<file path="config.mk">
export PLATFORM = sky130hd
export DESIGN_NAME = oat_xlate
export DESIGN_NICKNAME = d
export VERILOG_FILES = /design/src/rtl/oat_pkg.sv /design/src/rtl/oat_win_match.sv /design/src/rtl/oat_prio_pick.sv /design/src/rtl/oat_xlate.sv
export SDC_FILE = /design/constraint.sdc
export NUM_CORES = 1
export LEC_CHECK = 0
export ABC_AREA = 1
export BUFFER_PORTS_ARGS = -buffer_cell sky130_fd_sc_hd__clkbuf_2
export CAP_MARGIN = 20
export CORE_MARGIN = 2
export CORE_UTILIZATION = 40
export CTS_CLUSTER_DIAMETER = 80
export DETAILED_ROUTE_END_ITERATION = 8
export PLACE_DENSITY_LB_ADDON = 0.12
export RECOVER_POWER = 25
export SETUP_SLACK_MARGIN = 0.5
export SKIP_CTS_REPAIR_TIMING = 1
export SLEW_MARGIN = 20
export SYNTH_ARGS = -nofsm -noshare
export SYNTH_HDL_FRONTEND = slang
export SYNTH_SLANG_ARGS = --single-unit
</file>
<file path="constraint.sdc">
create_clock -name clk -period 9.3 [get_ports clk]
set_input_delay 1.86 -clock clk [delete_from_list [all_inputs] [get_ports clk]]
set_output_delay 1.86 -clock clk [all_outputs]
set_load 0.01 [all_outputs]
</file>
<file path="src/rtl/oat_pkg.sv">
package oat_pkg;
    localparam int LA_W   = 36;
    localparam int XA_W   = 64;
    localparam int PG_W   = 12;
    localparam int LB_W   = LA_W - PG_W;
    localparam int TB_W   = XA_W - PG_W;
    localparam int EXT_W  = XA_W - LA_W;
    localparam int SZ_W   = 6;
    localparam int SZ_MIN = PG_W;
    localparam int SZ_MAX = LA_W;

    typedef struct packed {
        logic            en;
        logic [LB_W-1:0] lbase;
        logic [SZ_W-1:0] lsz;
        logic [TB_W-1:0] tbase;
        logic            rd_io;
        logic            wr_io;
    } win_t;

    localparam win_t WIN_RST = '{en: 1'b0, lbase: '0, lsz: SZ_W'(SZ_MAX),
                                 tbase: '0, rd_io: 1'b0, wr_io: 1'b0};

    function automatic logic [SZ_W-1:0] clamp_sz(input logic [SZ_W-1:0] s);
        if (s < SZ_W'(SZ_MIN))      return SZ_W'(SZ_MIN);
        else if (s > SZ_W'(SZ_MAX)) return SZ_W'(SZ_MAX);
        else                        return s;
    endfunction

    function automatic logic [XA_W-1:0] low_mask(input logic [SZ_W-1:0] s);
        return (XA_W'(1) << s) - XA_W'(1);
    endfunction
endpackage

</file>
<file path="src/rtl/oat_win_match.sv">
module oat_win_match
    import oat_pkg::*;
(
    input  win_t            win,
    input  logic [LA_W-1:0] addr,
    output logic            hit,
    output logic [XA_W-1:0] xaddr
);
    logic [XA_W-1:0] lm;
    logic [XA_W-1:0] a64;
    logic [XA_W-1:0] b64;

    always_comb begin
        lm    = low_mask(win.lsz);
        a64   = {{EXT_W{1'b0}}, addr};
        b64   = {{EXT_W{1'b0}}, win.lbase, {PG_W{1'b0}}};
        hit   = win.en && (((a64 ^ b64) & ~lm) == '0);
        xaddr = ({win.tbase, {PG_W{1'b0}}} & ~lm) | (a64 & lm);
    end
endmodule

</file>
<file path="src/rtl/oat_prio_pick.sv">
module oat_prio_pick #(
    parameter int N    = 5,
    parameter int IW   = $clog2(N)
) (
    input  logic [N-1:0]  req,
    output logic [N-1:0]  gnt,
    output logic [IW-1:0] idx
);
    always_comb begin
        gnt = '0;
        idx = '0;
        for (int i = N - 1; i >= 0; i--) begin
            if (req[i]) begin
                gnt    = '0;
                gnt[i] = 1'b1;
                idx    = IW'(i);
            end
        end
    end
endmodule

</file>
<file path="src/rtl/oat_xlate.sv">
module oat_xlate
    import oat_pkg::*;
#(
    parameter int NUM_WIN = 4,
    parameter int IDX_W   = $clog2(NUM_WIN + 1)
) (
    input  logic             clk,
    input  logic             rst,
    input  logic             cfg_we,
    input  logic [IDX_W-1:0] cfg_idx,
    input  logic             cfg_en,
    input  logic [LB_W-1:0]  cfg_lbase,
    input  logic [SZ_W-1:0]  cfg_size,
    input  logic [TB_W-1:0]  cfg_tbase,
    input  logic             cfg_rd_io,
    input  logic             cfg_wr_io,
    input  logic             req_valid,
    input  logic [LA_W-1:0]  req_addr,
    input  logic             req_write,
    output logic             out_valid,
    output logic [XA_W-1:0]  out_addr,
    output logic             out_io,
    output logic             out_hit,
    output logic [IDX_W-1:0] out_win
);
    localparam int NSLOT = NUM_WIN + 1;

    win_t            tbl [NUM_WIN];
    logic [TB_W-1:0] dft_tbase;
    logic            dft_rio, dft_wio;
    win_t            slot [NSLOT];
    logic [NSLOT-1:0] hits, gnt;
    logic [XA_W-1:0] xa [NSLOT];
    logic [IDX_W-1:0] sel;
    logic [NUM_WIN-1:0] en_vec;

    // window table, one write updates a whole slot (R10, size clamp R9)
    always_ff @(posedge clk) begin
        if (rst) begin
            for (int i = 0; i < NUM_WIN; i++) tbl[i] <= WIN_RST;
            dft_tbase <= '0;
            dft_rio   <= 1'b0;
            dft_wio   <= 1'b0;
        end else if (cfg_we) begin
            for (int i = 0; i < NUM_WIN; i++) begin
                if (cfg_idx == IDX_W'(i)) begin
                    tbl[i] <= '{en: cfg_en, lbase: cfg_lbase, lsz: clamp_sz(cfg_size),
                                tbase: cfg_tbase, rd_io: cfg_rd_io, wr_io: cfg_wr_io};
                end
            end
            if (cfg_idx == IDX_W'(NUM_WIN)) begin
                dft_tbase <= cfg_tbase;
                dft_rio   <= cfg_rd_io;
                dft_wio   <= cfg_wr_io;
            end
        end
    end

    always_comb begin
        for (int i = 0; i < NUM_WIN; i++) begin
            slot[i]   = tbl[i];
            en_vec[i] = tbl[i].en;
        end
        slot[NUM_WIN] = '{en: 1'b1, lbase: '0, lsz: SZ_W'(SZ_MAX),
                          tbase: dft_tbase, rd_io: dft_rio, wr_io: dft_wio};
    end

    for (genvar g = 0; g < NSLOT; g++) begin : g_match
        oat_win_match u_match (
            .win   (slot[g]),
            .addr  (req_addr),
            .hit   (hits[g]),
            .xaddr (xa[g])
        );
    end

    oat_prio_pick #(.N(NSLOT), .IW(IDX_W)) u_pick (
        .req (hits),
        .gnt (gnt),
        .idx (sel)
    );

    always_ff @(posedge clk) begin
        if (rst) begin
            out_valid <= 1'b0;
            out_addr  <= '0;
            out_io    <= 1'b0;
            out_hit   <= 1'b0;
            out_win   <= '0;
        end else begin
            out_valid <= req_valid;
            out_addr  <= xa[sel];
            out_io    <= req_write ? slot[sel].wr_io : slot[sel].rd_io;
            out_hit   <= (sel != IDX_W'(NUM_WIN));
            out_win   <= sel;
        end
    end

    assert_reset_R1: assert property (@(posedge clk) $past(rst) |-> !out_valid);
    assert_lat_on_R2: assert property (@(posedge clk) disable iff (rst)
        req_valid |=> out_valid);
    assert_lat_off_R2: assert property (@(posedge clk) disable iff (rst)
        !req_valid |=> !out_valid);
    assert_low_pass_R4: assert property (@(posedge clk) disable iff (rst)
        req_valid |=> out_addr[PG_W-1:0] == $past(req_addr[PG_W-1:0]));
    assert_one_grant_R5: assert property (@(posedge clk) disable iff (rst)
        $onehot(gnt));
    assert_hit_index_R5: assert property (@(posedge clk) disable iff (rst)
        out_valid && out_hit |-> out_win < IDX_W'(NUM_WIN));
    assert_enabled_only_R6: assert property (@(posedge clk) disable iff (rst)
        req_valid |=> !out_hit || ((($past(en_vec) >> out_win) & NUM_WIN'(1)) != '0));
    assert_default_idx_R7: assert property (@(posedge clk) disable iff (rst)
        out_valid && !out_hit |-> out_win == IDX_W'(NUM_WIN));
endmodule

</file>
Word-level counts from Yosys, hierarchy flattened
Memory sizes are Yosys's and may differ from the RTL's.
Index checks and enable logic that the tools add are counted.
- eq/ne operators: 5
- reduce and logical (&&, ||, !) cells: 10
- $lt $le $gt $ge: 3
- mux-type cells: 47
- shift-type cells: 4
- bitwise logic cells: 30
- add/subtract/negate cells: 4
- operator list (operator ; number):
    64-bit AND ; 8
    85-bit 2-to-1 mux ; 4
    36-bit by 64-bit AND with 64-bit output ; 4
    64-bit zero test ; 4
    64-bit inverter ; 4
    64-bit OR ; 4
    1-bit by 6-bit left shift with 64-bit output (first input constant) ; 4
    64-bit by 2-bit subtractor with 64-bit output (second input constant) ; 4
    85-bit binary-select mux with 3-bit select ; 1
    64-bit binary-select mux with 3-bit select ; 1
    36-bit bitwise XOR ; 4
    64-bit 2-to-1 mux ; 2
    6-bit 2-to-1 mux ; 14
    64-bit by 36-bit OR with 64-bit output ; 1
    1-bit 2-to-1 mux ; 19
    3-bit 2-to-1 mux ; 4
    3-bit by 2-bit equality test with 1-bit output (second input constant) ; 2
    6-bit greater-than comparator (second input constant) ; 1
    6-bit by 4-bit < comparator with 1-bit output (second input constant) ; 1
    4-bit greater-or-equal comparator (second input constant) ; 1
    1-bit logical AND ; 4
    2-bit 2-to-1 mux ; 2
    3-bit inverter with 4-bit output ; 1
    1-bit OR ; 4
    other kinds (5) ; 5
- memories: 1
- output and inout port bits: 70
- word-level logic and storage cells: 112
- memory bits (writable): 340
- register bits after elaboration: 124
- memories (name ; words ; bits a word ; rd ports ; clocked after Yosys merged registers in ; write ports ; RTL line ; RTL):
    tbl ; 4 ; 85 ; 4 ; 0 ; 4 ; oat_xlate.sv:28 ; win_t tbl [NUM_WIN];

Depth between registers and ports, before layout
An unclocked memory read counts as a cell.
- word-level depth: 16
- mapped depth: 30

By module
From an unflattened synthesis, not the netlist that was laid out.
- cells, all modules: 5350
- area total of the unflattened synthesis: 36387.4 µm²
- modules (own cells, without submodules) (module ; times used ; cells an instance ; seq. area each (µm²) ; area an instance (µm²)):
    oat_xlate ; 1 ; 1950 ; 12692.2 ; 18773.0
    oat_win_match at g_match[0].u_match ... ; 4 ; 676 ; 0.0 ; 3500.9
    oat_win_match at g_match[2].u_match ; 1 ; 679 ; 0.0 ; 3523.4
    oat_prio_pick ; 1 ; 17 ; 0.0 ; 87.6

Worst setup path before layout
No wires, ideal clock.
- kind: input-to-reg
- from: input port rst
- to: memory tbl[0][0] in the netlist's numbering (enable)
- data arrival time: 4666 ps
- path buffers: 3
- setup time: 446 ps
- slack: 4188 ps
- cell stages on the path: 5
- data required time: 8854 ps
- path through: clkbuf_1 clkbuf_1 inv_1 buf_2 nand2_1
- RTL lines (item ; RTL line ; RTL):
    start, declared ; oat_xlate.sv:8 ; input logic rst,
    end, declared ; oat_xlate.sv:28 ;

==> flow_metrics.tcl <==
set metrics [dict create \
    die_h_um 273 \
    crit_required_ps 9720 \
    dieArea_mm2 0.0746 \
    core_area_mm2 0.0716 \
    irDropWorstVdd_uv 145 \
    cts_buffer_depth 3 \
    drcViolationCount 0 \
    ys_async_sr_fraction 0 \
    reg2reg_slack_ps 2090 \
    cp-start-kind "register" \
    yosys_warnings 0 \
    netlist_area_mm2 0.0290 \
    numClockSinks 440 \
    grt_overflow_total 0 \
    n_antenna_cell 0 \
    die_w_um 273 \
    drive_above_1_share 0.0852 \
    grt_max_degree 81 \
    grt_pass1_wl_mm 206 \
    ant_nets 0 \
    antenna_found_initial 6 \
    num_rows 98 \
    grt_usage 0.391 \
    final_common_cell "nand2_1" \
    violations "capacitance limit, slew limit" \
    place.gp.congestion 1.06 \
    routed_wl_mm 150 \
    rr_worst_depth 24 \
    layout_common_cells "nand2_1 (922), nor2_1 (842), nand3_1 (455)" \
    tritoncts "yes" \
    numPortBuffers 198 \
    path_clk_slew_ps 60 \
    endpoint "out_addr[41]$_SDFF_PP0_" \
    final-setup-viol-count 0 \
    regToRegStartpoint "tbl[1][57]$_SDFFCE_PN0P_" \
    syn_to_final_growth_pct 11.2 \
    dr.pass1.iters 6 \
    fmax_ghz 0.139 \
    first_iter_violations 4591 \
    synth.yosys.seq_area_share 0.422 \
    wl_per_cell_um 28.9 \
    p_leak_uw 0.0162 \
    cp_max_fo 80 \
    clock_skew_ps 19.9 \
    arrival_ps 7630 \
    grt_pass1_vias 27700 \
    synth_top_area_share 0.352 \
    synth_seq_cells 440 \
    worstSetupPathType "reg2reg" \
    p_total_uw 5930 \
    rsz0062_at_grt "no" \
    synthFlopType "edfxtp_1" \
    yosys.area.top_type "edfxtp_1" \
    maxCapViolCount 4 \
    fin_crit_sh 0.776 \
    dpl.hpwl_mm 118 \
    avgSynthCellArea_um2 7.08 \
    numCtsBuffers 52 \
    worst_slew_pin_slew_ps 2230 \
    final_util 0.450 \
    viasPerCell 5.87 \
    initial_core_util 0.405 \
    endpoint_kind "register" \
    cts_max_level 2 \
    io_pins 199 \
    power.density_mw_per_mm2 184 \
    root_buffer "clkbuf_16" \
    crit_start "tbl[1][57]$_SDFFCE_PN0P_" \
    clkLatencyLatePin_ps 620 \
    via_count 30400 \
    hold_viol_final 0 \
    syn_nets 4224 \
    synth_edf_count 340 \
    slew-limit-headroom -0.489 \
    status "complete, but fails checks" \
    min_period_ps 7210 \
    nNetsFinal 4326 \
    ys_types 52 \
    syn_inst 4091 \
    timing.rr.end "out_addr[41]$_SDFF_PP0_" \
    synth_area_leaders "edfxtp_1 (35%), nand2_1 (12%), nor2_1 (11%)" \
    hold_path.class "reg2reg" \
    maxSlewViolCount 116 \
    tns_ps 0 \
]
layout make-up:
type	count	area, um2
clock buffers	73	1470
clock inverters	23	253
fillers	7643	39400
inverters	437	1650
multi-input cells	3036	14300
flip-flops and latches	440	12200
well taps	950	1190
repair buffers	226	1100
through the flow:
stage,cell area (um2),worst slack [ps],hold WS (ps),cells
finish,32200,2090,452,5185
global route,32200,1980,459,5185
CTS,32300,2540,449,5185
detailed placement,30600,2540,438,5089
global placement,30600,2620,435,5089
floorplan,29000,4190,421,4091
Yosys cell counts (7+ instances only):
cell type  number
mux2_2          7
o41ai_1        10
buf_2          41
nand3b_1       17
edfxtp_1      340
buf_6           9
nor2_1        842
o211ai_1       25
a31oi_1        13
dfxtp_1       100
o21ai_1        27
buf_4          11
o21bai_1        7
inv_1         408
clkbuf_1       79
inv_2          28
buf_1          37
a21boi_0       11
nand2_1       925
or2_2          11
o31ai_1         8
xor2_1         98
nand2_2         8
nor4_1         15
a21oi_1        98
a31o_2         15
nor2_2         28
o21ai_0       139
nand4_1       171
xnor2_1         7
nand3_1       457
nor3_4         10
nor3_1         48
logic make-up (layout without fill, tap and decap cells):
logic type	count (synthesis)	after routing	share of synthesized area
AO/OA/AOI/OAI	360	360	0.0711
XOR/XNOR	105	105	0.0317
adder cells (fa/ha/maj)	4	4	0.00173
buffers and inverters	615	759	0.0853
flip-flops	440	440	0.422
multiplexers	9	9	0.00341
AND/OR/NAND/NOR	2558	2558	0.385
report_power, final:
part           total, uW  internal, uW  switching [uW]
clock network       2140          1240             901
logic               1480           350            1130
registers           2320          2240            75.7
sequential cells by signal, indices dropped and copies added (netlist names):
register   cells
dft_wio        1
out_hit        1
out_valid      1
out_addr      64
tbl          340
dft_rio        1
out_io         1
out_win        3
dft_tbase     28
worst min path at each step:
stage / startpoint / endpoint / slack, ps / cells after the start
detailed placement: dft_tbase[25]$_SDFFE_PP0P_ / out_addr[37]$_SDFF_PP0_ / 440 / 2
global placement: dft_tbase[25]$_SDFFE_PP0P_ / out_addr[37]$_SDFF_PP0_ / 430 / 2
finish: dft_tbase[32]$_SDFFE_PP0P_ / dft_tbase[32]$_SDFFE_PP0P_ / 450 / 2
global route: dft_tbase[32]$_SDFFE_PP0P_ / dft_tbase[32]$_SDFFE_PP0P_ / 460 / 2
floorplan: dft_tbase[25]$_SDFFE_PP0P_ / out_addr[37]$_SDFF_PP0_ / 420 / 2
CTS: dft_tbase[32]$_SDFFE_PP0P_ / dft_tbase[32]$_SDFFE_PP0P_ / 450 / 2
worst max-delay path, cell delays in order, from the launching register on:
cell and delay, ps:
edfxtp_1 910, inv_2 370, nand3_2 230, nor2_1 90, nand2_1 100, ha_1 210, nand2_1 80, nor2_1 140
nand2_1 150, nor2_2 280, nand2_1 100, xnor2_1 810, nand2_1 250, nand4_1 330, nor2_4 110, nand2_4 320
nand2_4 330, nand2_4 120, buf_4 710, inv_2 410, buf_4 370, o21ai_0 200, nand2_1 90, nor2_1 100
nor2_1 40
layer usage:
| metal | wire length, um | global-route usage |
|---|---|---|
| met3 | 16300 | 0.0903 |
| met2 | 64300 | 0.590 |
| met1 | 63800 | 0.554 |
| met4 | 5440 | 0.122 |
| met5 | 16 | 0 |
No activity file was read; power rests on OpenSTA's default activity.
